<file path="src/rtl/ipcmb_pkg.sv">
package ipcmb_pkg;
  localparam int DW    = 32;
  localparam int TXB   = 16;
  localparam int MAXCH = 16;
  localparam logic [1:0] OFF_CTRL   = 2'd0;
  localparam logic [1:0] OFF_MASK   = 2'd1;
  localparam logic [1:0] OFF_SETCLR = 2'd2;
  localparam logic [1:0] OFF_STAT   = 2'd3;
  localparam int ADDR_HWCFG = 'h3F0;
  localparam int ADDR_VER   = 'h3F4;
endpackage

</file>
<file path="src/rtl/ipcmb_ctlbank.sv">
module ipcmb_ctlbank #(
  parameter int NCH = 6
) (
  input  logic           clk,
  input  logic           rst,
  input  logic           ctrl_we,
  input  logic [31:0]    ctrl_wd,
  input  logic           mask_we,
  input  logic [31:0]    mask_wd,
  output logic           rx_en,
  output logic           tx_en,
  output logic [NCH-1:0] mask_rx,
  output logic [NCH-1:0] mask_tx
);
  import ipcmb_pkg::*;

  always_ff @(posedge clk) begin
    if (rst) begin
      rx_en   <= 1'b0;
      tx_en   <= 1'b0;
      mask_rx <= '1;
      mask_tx <= '1;
    end else begin
      if (ctrl_we) begin
        rx_en <= ctrl_wd[0];
        tx_en <= ctrl_wd[TXB];
      end
      if (mask_we) begin
        mask_rx <= mask_wd[NCH-1:0];
        mask_tx <= mask_wd[TXB +: NCH];
      end
    end
  end
endmodule

</file>
<file path="src/rtl/ipcmb_occupancy.sv">
module ipcmb_occupancy #(
  parameter int NCH = 6
) (
  input  logic                clk,
  input  logic                rst,
  input  logic [1:0][NCH-1:0] set_v,
  input  logic [1:0][NCH-1:0] clr_v,
  output logic [1:0][NCH-1:0] occ
);
  for (genvar p = 0; p < 2; p++) begin : g_proc
    always_ff @(posedge clk) begin
      if (rst) occ[p] <= '0;
      else     occ[p] <= (occ[p] & ~clr_v[p]) | set_v[p];
    end
  end
endmodule

</file>
<file path="src/rtl/ipcmb_irqgen.sv">
module ipcmb_irqgen #(
  parameter int NCH = 6
) (
  input  logic                clk,
  input  logic                rst,
  input  logic [1:0]          rx_en,
  input  logic [1:0]          tx_en,
  input  logic [1:0][NCH-1:0] mask_rx,
  input  logic [1:0][NCH-1:0] mask_tx,
  input  logic [1:0][NCH-1:0] occ,
  output logic [1:0]          irq_rx,
  output logic [1:0]          irq_tx
);
  for (genvar p = 0; p < 2; p++) begin : g_proc
    localparam int PEER = 1 - p;
    logic rx_hit, tx_hit;
    assign rx_hit = |(occ[PEER] & ~mask_rx[p]);
    assign tx_hit = |(~occ[p] & ~mask_tx[p]);
    always_ff @(posedge clk) begin
      if (rst) begin
        irq_rx[p] <= 1'b0;
        irq_tx[p] <= 1'b0;
      end else begin
        irq_rx[p] <= rx_en[p] & rx_hit;
        irq_tx[p] <= tx_en[p] & tx_hit;
      end
    end
  end
endmodule

</file>
<file path="src/rtl/ipc_mailbox.sv">
module ipc_mailbox #(
  parameter int         NCH       = 6,
  parameter int         AW        = 12,
  parameter logic [3:0] VER_MAJOR = 4'd1,
  parameter logic [3:0] VER_MINOR = 4'd2
) (
  input  logic            clk,
  input  logic            rst,
  input  logic [1:0]      host_wr,
  input  logic [2*AW-1:0] host_addr,
  input  logic [63:0]     host_wdata,
  output logic [63:0]     host_rdata,
  output logic [1:0]      irq_rx,
  output logic [1:0]      irq_tx
);
  import ipcmb_pkg::*;

  logic [1:0][AW-1:0]  a_p;
  logic [1:0][31:0]    wd_p;
  logic [1:0]          in_bank;
  logic [1:0]          bsel;
  logic [1:0][1:0]     off;
  logic [1:0][1:0]     hit;      // [port][bank]

  logic [1:0]          ctrl_we, mask_we;
  logic [1:0][31:0]    ctrl_wd, mask_wd;
  logic [1:0][NCH-1:0] set_v, clr_v, occ_q;
  logic [1:0]          rx_en, tx_en;
  logic [1:0][NCH-1:0] mask_rx, mask_tx;
  logic [1:0][31:0]    rmux;

  for (genvar q = 0; q < 2; q++) begin : g_port
    assign a_p[q]     = host_addr[q*AW +: AW];
    assign wd_p[q]    = host_wdata[q*32 +: 32];
    assign in_bank[q] = (a_p[q][AW-1:5] == '0);
    assign bsel[q]    = a_p[q][4];
    assign off[q]     = a_p[q][3:2];
    for (genvar b = 0; b < 2; b++) begin : g_bank
      assign hit[q][b] = host_wr[q] & in_bank[q] & (bsel[q] == b[0]);
    end
  end

  // set/acknowledge decode, both ports OR-merged; set priority lives in the flag update
  always_comb begin
    set_v = '0;
    clr_v = '0;
    for (int q = 0; q < 2; q++) begin
      for (int b = 0; b < 2; b++) begin
        if (hit[q][b] && off[q] == OFF_SETCLR) begin
          set_v[b]   = set_v[b]   | wd_p[q][TXB +: NCH];
          clr_v[1-b] = clr_v[1-b] | wd_p[q][NCH-1:0];
        end
      end
    end
  end

  // enable/mask write select: port 0 wins on collision
  for (genvar b = 0; b < 2; b++) begin : g_wsel
    logic c0, c1, m0, m1;
    assign c0 = hit[0][b] && off[0] == OFF_CTRL;
    assign c1 = hit[1][b] && off[1] == OFF_CTRL;
    assign m0 = hit[0][b] && off[0] == OFF_MASK;
    assign m1 = hit[1][b] && off[1] == OFF_MASK;
    assign ctrl_we[b] = c0 | c1;
    assign mask_we[b] = m0 | m1;
    assign ctrl_wd[b] = c0 ? wd_p[0] : wd_p[1];
    assign mask_wd[b] = m0 ? wd_p[0] : wd_p[1];

    ipcmb_ctlbank #(.NCH(NCH)) u_bank (
      .clk     (clk),
      .rst     (rst),
      .ctrl_we (ctrl_we[b]),
      .ctrl_wd (ctrl_wd[b]),
      .mask_we (mask_we[b]),
      .mask_wd (mask_wd[b]),
      .rx_en   (rx_en[b]),
      .tx_en   (tx_en[b]),
      .mask_rx (mask_rx[b]),
      .mask_tx (mask_tx[b])
    );
  end

  ipcmb_occupancy #(.NCH(NCH)) u_occ (
    .clk   (clk),
    .rst   (rst),
    .set_v (set_v),
    .clr_v (clr_v),
    .occ   (occ_q)
  );

  ipcmb_irqgen #(.NCH(NCH)) u_irq (
    .clk     (clk),
    .rst     (rst),
    .rx_en   (rx_en),
    .tx_en   (tx_en),
    .mask_rx (mask_rx),
    .mask_tx (mask_tx),
    .occ     (occ_q),
    .irq_rx  (irq_rx),
    .irq_tx  (irq_tx)
  );

  // read multiplexer, registered per port
  always_comb begin
    for (int q = 0; q < 2; q++) begin
      rmux[q] = '0;
      if (in_bank[q]) begin
        case (off[q])
          OFF_CTRL: begin
            rmux[q][0]   = rx_en[bsel[q]];
            rmux[q][TXB] = tx_en[bsel[q]];
          end
          OFF_MASK: begin
            rmux[q][NCH-1:0]   = mask_rx[bsel[q]];
            rmux[q][TXB +: NCH] = mask_tx[bsel[q]];
          end
          OFF_STAT: rmux[q][NCH-1:0] = occ_q[bsel[q]];
          default:  rmux[q] = '0;
        endcase
      end else if (a_p[q] == AW'(ADDR_HWCFG)) begin
        rmux[q][7:0] = 8'(NCH);
      end else if (a_p[q] == AW'(ADDR_VER)) begin
        rmux[q][7:0] = {VER_MAJOR, VER_MINOR};
      end
    end
  end

  always_ff @(posedge clk) begin
    if (rst) host_rdata <= '0;
    else     host_rdata <= {rmux[1], rmux[0]};
  end
endmodule

</file>
<file path="config.mk">
export PLATFORM = sky130hd
export DESIGN_NAME = ipc_mailbox
export DESIGN_NICKNAME = d
export VERILOG_FILES = /design/src/rtl/ipcmb_pkg.sv /design/src/rtl/ipcmb_ctlbank.sv /design/src/rtl/ipcmb_occupancy.sv /design/src/rtl/ipcmb_irqgen.sv /design/src/rtl/ipc_mailbox.sv
export SDC_FILE = /design/constraint.sdc
export NUM_CORES = 1
export LEC_CHECK = 0
export BUFFER_PORTS_ARGS = -buffer_cell sky130_fd_sc_hd__buf_2
export CORE_MARGIN = 10
export CORE_UTILIZATION = 50
export DETAILED_ROUTE_END_ITERATION = 6
export GPL_TIMING_DRIVEN = 0
export PLACE_DENSITY = 0.86
export SLEW_MARGIN = 20
export SYNTH_ARGS = -nofsm -noshare
export SYNTH_HDL_FRONTEND = slang
export SYNTH_SLANG_ARGS = --single-unit
</file>
<file path="constraint.sdc">
create_clock -name clk -period 2.38 [get_ports clk]
set_clock_uncertainty 0.2 [all_clocks]
set_input_delay 0.119 -clock clk [delete_from_list [all_inputs] [get_ports clk]]
set_output_delay 0.119 -clock clk [all_outputs]
set_load 0.02 [all_outputs]
</file>
-- After elaboration in Yosys (flattened, before gate mapping)
Index checks and enable logic that the tools add are counted.
W data, S select, Z words.
- flip-flop bits (word level): 108
- bits of input ports: 92
- output and inout bits: 68
- logic and storage cells: 143
- $lt $le $gt $ge: 2
- equal/unequal tests: 10
- mux-type cells: 44
- bitwise logic cells: 40
- reduce and logical (&&, ||, !) cells: 26
- operators with widths (cell ; number):
    $mux W6 ; 22
    $eq A12 B10 Y1 const B ; 4
    $not A6 Y6 ; 8
    $mux W22 ; 2
    $and A6 B6 Y6 ; 6
    $or A6 B6 Y6 ; 6
    $mux W17 ; 2
    $reduce_or A6 Y1 ; 4
    $mux W5 ; 4
    $pmux W5 S2 ; 2
    $logic_not A7 Y1 ; 2
    $logic_and A1 B1 Y1 ; 12
    $reduce_or A3 Y1 ; 4
    $and A1 B1 Y1 ; 10
    $eq A2 B2 Y1 const B ; 4
    $mux W1 ; 8
    $not A1 Y1 ; 6
    $pmux W1 S3 ; 2
    $eq A2 B1 Y1 const B ; 2
    $logic_not A2 Y1 ; 2
    $lt A1 B2 Y1 const B ; 2
    $or A1 B1 Y1 ; 4
    $pmux W1 S2 ; 2
    $reduce_or A2 Y1 ; 2

-- Logic depth before layout (Yosys ltp)
Gate-level depths: netlist (run 1).
- word-level depth: 10
- mapped depth: 6
- mapped depth without buffers: 4

-- Hierarchy
Synthesis (run 1) repeated with hierarchy kept, for this count alone.
- cells, all modules: 575
- area total of the unflattened synthesis: 5405.2 sq um
- modules (own cells, without submodules) (module ; instances ; cells an instance ; area each (sq um) ; seq. area each (sq um)):
    ipc_mailbox ; 1 ; 403 ; 3641.0 ; 480.5
    ipcmb_ctlbank ; 2 ; 45 ; 525.5 ; 280.3
    ipcmb_occupancy ; 1 ; 49 ; 469.2 ; 240.2
    ipcmb_irqgen ; 1 ; 33 ; 244.0 ; 80.1

-- Worst setup path after synthesis (run 1)
Ideal clock, no wire load.
- path kind: input to register
- from: in host_addr[17]
- to: reg g_wsel[1].u_bank.rx_en
- library setup time: 86 ps
- data arrival time: 1681 ps
- data required time: 2094 ps
- path slack: 413 ps
- stages: 5
- path buffers: 1
- cell sequence: or4_4 -> buf_4 -> or4_1 -> mux2i_1 -> a211oi_1
- word-level cells in the longest chain between the ends: 5
- RTL lines (element ; RTL line ; text):
    start, declared ; ipc_mailbox.sv:10 ; input logic [2*AW-1:0] host_addr,
    $logic_not A7 Y1 ; ipc_mailbox.sv:35 ; assign in_bank[q] = (a_p[q][AW-1:5] == '0);
    $and A1 B1 Y1 (2 in a row) ; ipc_mailbox.sv:39 ; assign hit[q][b] = host_wr[q] & in_bank[q] & (bsel[q] == b[0]);
    $logic_and A1 B1 Y1 ; ipc_mailbox.sv:61 ; assign c1 = hit[1][b] && off[1] == OFF_CTRL;
    $or A1 B1 Y1 ; ipc_mailbox.sv:64 ; assign ctrl_we[b] = c0 | c1;
    end signal, assigned ; ipcmb_ctlbank.sv:25 ; rx_en <= ctrl_wd[0];
    end, declared ; ipcmb_ctlbank.sv:10 ; output logic rx_en,
No other way between the ends.
A chain may end at the register's enable or synchronous reset.

-- Final worst setup path (run 1)
- from: in host_addr[18]
- to: reg g_wsel[0].u_bank.rx_en
- word-level cells in the longest chain between the ends: 5
- RTL lines (element ; RTL line):
    $logic_not A7 Y1 ; ipc_mailbox.sv:35
    $and A1 B1 Y1 (2 in a row) ; ipc_mailbox.sv:39
    $logic_and A1 B1 Y1 ; ipc_mailbox.sv:61
    $or A1 B1 Y1 ; ipc_mailbox.sv:64
    end signal, assigned ; ipcmb_ctlbank.sv:25
    end, declared ; ipcmb_ctlbank.sv:10
No other way between the ends.

==> out/metrics.yaml, run 1 <==
grt_max_degree: 11
grt_pass1_vias: 4446
max_clock_freq_ghz: 0.428
finalNonFillerCells: 729
tritoncts: "built"
cpMaxStageDelayCell: "dlygate4sd3_1"
worstSetupPathType: "input pin to register"
fin_nets: 710
p_per_area_nw_per_um2: 456
die_y_um: 112
drt_wl_total_mm: 14.8
num_rows: 33
drtPass1Iterations: 5
vias: 4290
comb_power_share: 0.162
final_common_cell: "buf_2"
grt_pass1_wl_mm: 23.3
switching_share: 0.274
drc: 0
clockPowerShare: 0.371
grt_overflow_total: 0
clock_sinks: 68
initial_core_util: 0.512
slowest_delay_ns: 0.57
cts.reportedPaths.clkPinSlew_ns: 0.07
wl_per_cell_um: 20.3
cts_max_path_buffers: 2
internal_power_uw: 1770
port_buffers: 75
synth_cell_types: 51
synth-seq-cells: 68
htree_levels: 3
fillers: 667
critPathArrivalTime_ns: 2.37
netSwitchingPower_uw: 670
dieArea_um2: 12400
setup_tns_ns: 0
cp.required_ns: 2.41
viasPerCell: 5.88
cts_root_buffer: "clkbuf_8"
grtUsageTotal: 0.227
synth_ff_type: "dfxtp_1"
power.share.sequential: 0.467
postCtsSetupBuffers: 0
p_leak_uw: 0.00241
final_cell_mix: "buf_2 (77), dfxtp_1 (68), nor2_1 (46), buf_4 (42), conb_1 (40)"
finalMaxSlewViolations: 0
worst_pin_slew_ns: 1.10
maxCapViolations: 0
synthCells: 462
antenna_found_initial: 1
synthArstFlopShare: 0
slew_headroom: 0.258
crit_fanout: 10
hp-class: "input pin to register"
ios: 160
synth-edff-count: 0
core_um2: 8180
place.gp.congestion: 0.975
status: "complete, no violations"
ant_nets: 0
synth_area_um2: 4190
irDropWorstVdd_v: 0.000300
avgSynthCellArea_um2: 9.07
syn_to_final_growth_pct: 27.6
drt-initial-drc-count: 533
worstSkewPairLatency_ns: 0.34
hold_viol: 0
fin_crit_ns: 2.34
crit_chain: "buf_2 -> or3_1 -> clkbuf_1 -> nor4_4 -> mux2i_1 -> a211oi_1 -> dlygate4sd3_1"
cts_made_buffers: 9
startpoint_type: "input pin"
fin_crit_sh: 0.982
grt_setup_unrepaired: "false"
setup-violations-final: 0
synth_seq_area_share: 0.325
crit_path_end_kind: "register"
die_w_um: 112
dp.cells: 681
drive_gt1_frac: 0.276
yosysWarnings: 0
dp_hpwl_mm: 11.3
==> flip-flops by register name, summed over array words and instances, names as in the netlist <==
signal and cells:
g_wsel.u_bank.mask_rx 12, g_wsel.u_bank.mask_tx 12, g_wsel.u_bank.rx_en 2, g_wsel.u_bank.tx_en 2, host_rdata 24, u_irq.irq_rx 2
u_irq.irq_tx 2, u_occ.occ 12
==> synth_stat cells, types with 2 or more instances <==
master    instances  area [µm²]
dfxtp_1          68        1360
nor2_1           46         173
buf_4            42         315
nand2b_1         25         156
clkbuf_1         24        90.1
o21bai_1         24         180
nor3_1           22         110
inv_1            21        78.8
a221oi_1         17         149
nor4_1           15        93.8
mux2i_1          14         140
a221o_1          12         120
a31oi_1          12        75.1
mux4_2           12         270
a221oi_2         10         150
o22ai_1           9        56.3
nand2_1           7        26.3
and3_1            6        37.5
nand3_1           6        30.0
or3_1             5        31.3
a211oi_1          4        30.0
a22oi_1           4        30.0
nand4_1           4        25.0
o21ai_0           4        20.0
a21oi_1           3        15.0
buf_1             3        11.3
nand3b_1          3        22.5
nor2b_1           3        18.8
nor3b_1           3        22.5
nor4bb_1          3        30.0
buf_2             2        10.0
buf_6             2        22.5
mux2_2            2        22.5
nand4b_1          2        17.5
nor3_2            2        20.0
nor3_4            2        32.5
nor4_2            2        25.0
nor4_4            2        42.5
or4_1             2        15.0
or4_4             2        22.5
==> through the flow <==
stage	setup WS (ns)	instance area, µm²	hold slack (ns)	power (µW)	utilization
6_report	0.0433	5350	0.0303	2440	0.654
5_1_grt	0.0103	5350	0.0491	2510	0.654
4_1_cts	0.0878	5330	0.00642	2410	0.652
3_5_place_dp	-0.0278	4840	0.215	1510	0.592
3_3_place_gp	-0.00702	4840	0.221	1500	0.592
2_1_floorplan	0.413	4340	0.0577	1400	-
==> power groups by stage <==
stage / Clock [µW] / Sequential (µW) / Combinational [µW]
final: 905 / 1140 / 396
after detailed placement: 0 / 1170 / 345
after global routing: 949 / 1140 / 423
after global placement: 0 / 1170 / 338
after CTS: 891 / 1140 / 379
after floorplan: 0 / 1170 / 232
==> layout make-up <==
type,instances,area (µm²),area share
multi-input cells,338,2450,0.458
flip-flops and latches,68,1360,0.255
repair buffers,106,686,0.128
plain buffers,74,458,0.0857
clock buffers,15,176,0.0330
well taps,105,131,0.0246
inverters,21,78.8,0.0147
clock inverters,1,5.00,0.000936
diodes,1,2.50,0.000468
==> worst paths after layout <==
| path | startpoint | to | slack, ns | cells past startpoint |
|---|---|---|---|---|
| max | host_addr[18] | g_wsel[0].u_bank.rx_en$_SDFFE_PP0P_ | 0.04 | 7 |
| min | host_addr[7] | g_wsel[1].u_bank.tx_en$_SDFFE_PP0P_ | 0.03 | 4 |
| max reg2reg | g_wsel[1].u_bank.mask_rx[1]$_SDFFE_PP1P_ | g_wsel[1].u_bank.mask_rx[1]$_SDFFE_PP1P_ | 0.72 | 3 |
| min reg2reg | g_wsel[0].u_bank.rx_en$_SDFFE_PP0P_ | u_irq.irq_rx[0]$_SDFF_PP0_ | 0.33 | 2 |
==> routing by layer <==
metal	up-vias	part of all wire	track usage
met4	0	0.021	0.0634
met5	-	0	0
li1	1964	-	-
met3	36	0.11	0.0703
met1	2007	0.40	0.272
met2	283	0.47	0.385
==> repair_timing <==
item | in CTS | in global routing
hold endpoints to repair | 46 | 1
gates resized for setup | 0 | 3
hold buffers | 31 | 1
endpoints found under the setup margin | 0 | 3
==> cell families after synthesis <==
| group | count (synthesis) | synth area share |
|---|---|---|
| AO/OA/AOI/OAI | 102 | 0.203 |
| buffers and inverters | 95 | 0.128 |
| flip-flops | 68 | 0.325 |
| multiplexers | 28 | 0.103 |
| other | 1 | 0.000895 |
| AND/OR/NAND/NOR | 168 | 0.240 |
==> critical path, delay by kind of cell <==
kind            cells  cell delay (ns)
mux                 1             0.26
simple gates        2             0.86
buf+inv             3             1.03
compound gates      1             0.09
No activity file was read; power rests on OpenSTA's default activity.
==> run 2, diff against run 1 <==
Settings changed: HOLD_SLACK_MARGIN set to 0.1.
==> run 2 against run 1 <==
Net effect: the flow now finishes with violations (design-rule violations); die area unchanged; combinational power increased by 5%; worst hold slack improved by 0.094 ns; global-route usage increased by 0.58 points; design area increased by 2.7%; critical path depth increased by 1; power increased by 0.38%; fmax increased by 1.9%; register-to-register slack got worse by 0.32 ns; critical path type unchanged; highest routed layer unchanged.
==> out/metrics.yaml, run 2 (same netlist as run 1, synthesis figures left out) <==
finalNonFillerCells: 740  # +1.5%
fin_crit_sh: 0.963  # -0.0184
dp.cells: 681  # unchanged
cts_root_buffer: "clkbuf_8"
final_common_cell: "buf_2"
ant_nets: 0  # unchanged
drive_gt1_frac: 0.282  # +0.00625
syn_to_final_growth_pct: 31.1
grt_pass1_vias: 4519  # +1.6%
p_leak_uw: 0.00248  # +2.8%
slew_headroom: 0.234  # -0.0238
initial_core_util: 0.512  # unchanged
grt_setup_unrepaired: "false"
port_buffers: 75  # unchanged
setup-violations-final: 0  # unchanged
worstSkewPairLatency_ns: 0.34  # about the same
status: "finished, violations left"
crit_chain: "buf_2 -> nor3_2 -> dlygate4sd3_1 -> nand3_1 -> clkbuf_2 -> nor2_1 -> o21bai_1 -> dlygate4sd3_1"
ios: 160  # unchanged
largest_register_ffs: 24  # unchanged
cts_max_path_buffers: 2  # unchanged
crit_fanout: 10  # unchanged
violations: "design-rule violations"
maxCapViolations: 0  # unchanged
p_per_area_nw_per_um2: 446  # -2.3%
cts.reportedPaths.clkPinSlew_ns: 0.07  # about the same
final_cell_mix: "buf_2 (77), dfxtp_1 (68), nor2_1 (46), dlygate4sd3_1 (43), buf_4 (42)"
place.gp.congestion: 0.975  # unchanged
cpMaxStageDelayCell: "dlygate4sd3_1"
drc: 2  # +2
grt_max_degree: 11  # unchanged
grt_pass1_wl_mm: 23.9  # +2.5%
pre_cts_slack_ns: -0.0278  # unchanged
cts_made_buffers: 9  # unchanged
fin_ws_ns: 0.0872  # +0.0439 ns
dieArea_um2: 12400  # unchanged
dp_hpwl_mm: 11.3  # unchanged
htree_levels: 3  # unchanged
worstSetupPathType: "input pin to register"
crit_path_end_kind: "register"
vias: 4389  # +2.3%
hp-class: "input pin to register"
critPathArrivalTime_ns: 2.32  # -0.05 ns
drt_wl_total_mm: 15.1  # +2.0%
startpoint_type: "input pin"
antenna_found_initial: 1  # unchanged
irDropWorstVdd_v: 0.000306  # +2.0%
core_um2: 8180  # unchanged
cp.required_ns: 2.41  # about the same
grtUsageTotal: 0.233  # +0.00579
clock_sinks: 68  # unchanged
fin_nets: 721  # +1.5%
finalMaxSlewViolations: 0  # unchanged
path_buf_inv: 4  # +1
drtPass1Iterations: 7  # +2
slowest_delay_ns: 0.66  # +0.09 ns
path_common_cell: "dlygate4sd3_1"
viasPerCell: 5.93  # +0.79%
die_y_um: 112  # unchanged
wl_per_cell_um: 20.4  # +0.51%
drt-initial-drc-count: 395  # -26%
grt_overflow_total: 0  # unchanged
tritoncts: "built"
hold_viol: 0  # unchanged
max_clock_freq_ghz: 0.436  # +1.9%
num_rows: 33  # unchanged
worst_pin_slew_ns: 1.14  # +0.0353 ns
regMostFlops: "host_rdata"
crit_family: "buffers and inverters"
fin_crit_ns: 2.29  # -0.0439 ns
die_w_um: 112  # unchanged
finish.utilization: 0.672  # +0.0176
[run 2: cell count changes in the layout (fill, tap and decap cells not counted), moves of 2 or more]
cell and delta:
clkbuf_2 +3, buf_1 -2, clkbuf_1 -2, nor4_1 -2, nor4_2 +2, dlygate4sd3_1 +12
[run 2: per-layer routing]
| metal | track usage | up-vias | wire, µm |
|---|---|---|---|
| li1 | - | 1994 | - |
| met1 | 0.281 | 2038 | 5830 |
| met2 | 0.387 | 314 | 7160 |
| met3 | 0.0725 | 43 | 1710 |
| met4 | 0.0754 | 0 | 402 |
| met5 | 0 | - | 0 |
[run 2: final timing paths]
kind                                       startpoint                                       end  slack [ns]  cells past startpoint
setup reg to reg              u_occ.occ[7]$_SDFF_PP0_                  host_rdata[1]$_SDFF_PP0_        0.40                      4
hold / removal                          host_addr[11]  g_wsel[0].u_bank.mask_rx[0]$_SDFFE_PP1P_        0.12                      5
hold reg to reg   g_wsel[0].u_bank.rx_en$_SDFFE_PP0P_                u_irq.irq_rx[0]$_SDFF_PP0_        0.34                      2
setup / recovery                         host_addr[6]  g_wsel[0].u_bank.mask_rx[4]$_SDFFE_PP1P_        0.09                      8
[run 2: worst min-delay path, stage by stage]
cell and delay (ns):
buf_2 0.11, nor4_2 0.06, nand3_1 0.17, nor2_1 0.06
o21bai_1 0.11
[run 2: power by group]
part	internal, µW	switching (µW)
Combinational	178	235
Sequential	1140	1.09
Clock	465	432
[run 2: layout make-up]
cell class | instances | area [µm²]
clock inverters | 1 | 5.00
fillers | 645 | 2690
flip-flops and latches | 68 | 1360
repair buffers | 118 | 806
multi-input cells | 338 | 2470
diodes | 1 | 2.50
inverters | 21 | 78.8
clock buffers | 15 | 176
well taps | 105 | 131
plain buffers | 73 | 458
[run 2: what timing repair did]
action	CTS	global route
setup endpoints to repair	0	5
hold endpoints to repair	48	1
hold buffers	43	1
resized for setup	0	11
setup buffers	0	0
[run 2: stage by stage]
stage	TNS [ns]	power (µW)	hold slack, ns	cell area, µm²
after floorplan	0	1400	0.0577	4340
after global placement	-0.00702	1500	0.221	4840
after detailed placement	-0.0552	1510	0.215	4840
after CTS	0	2420	0.102	5450
after global routing	0	2530	0.136	5490
final	0	2450	0.124	5490
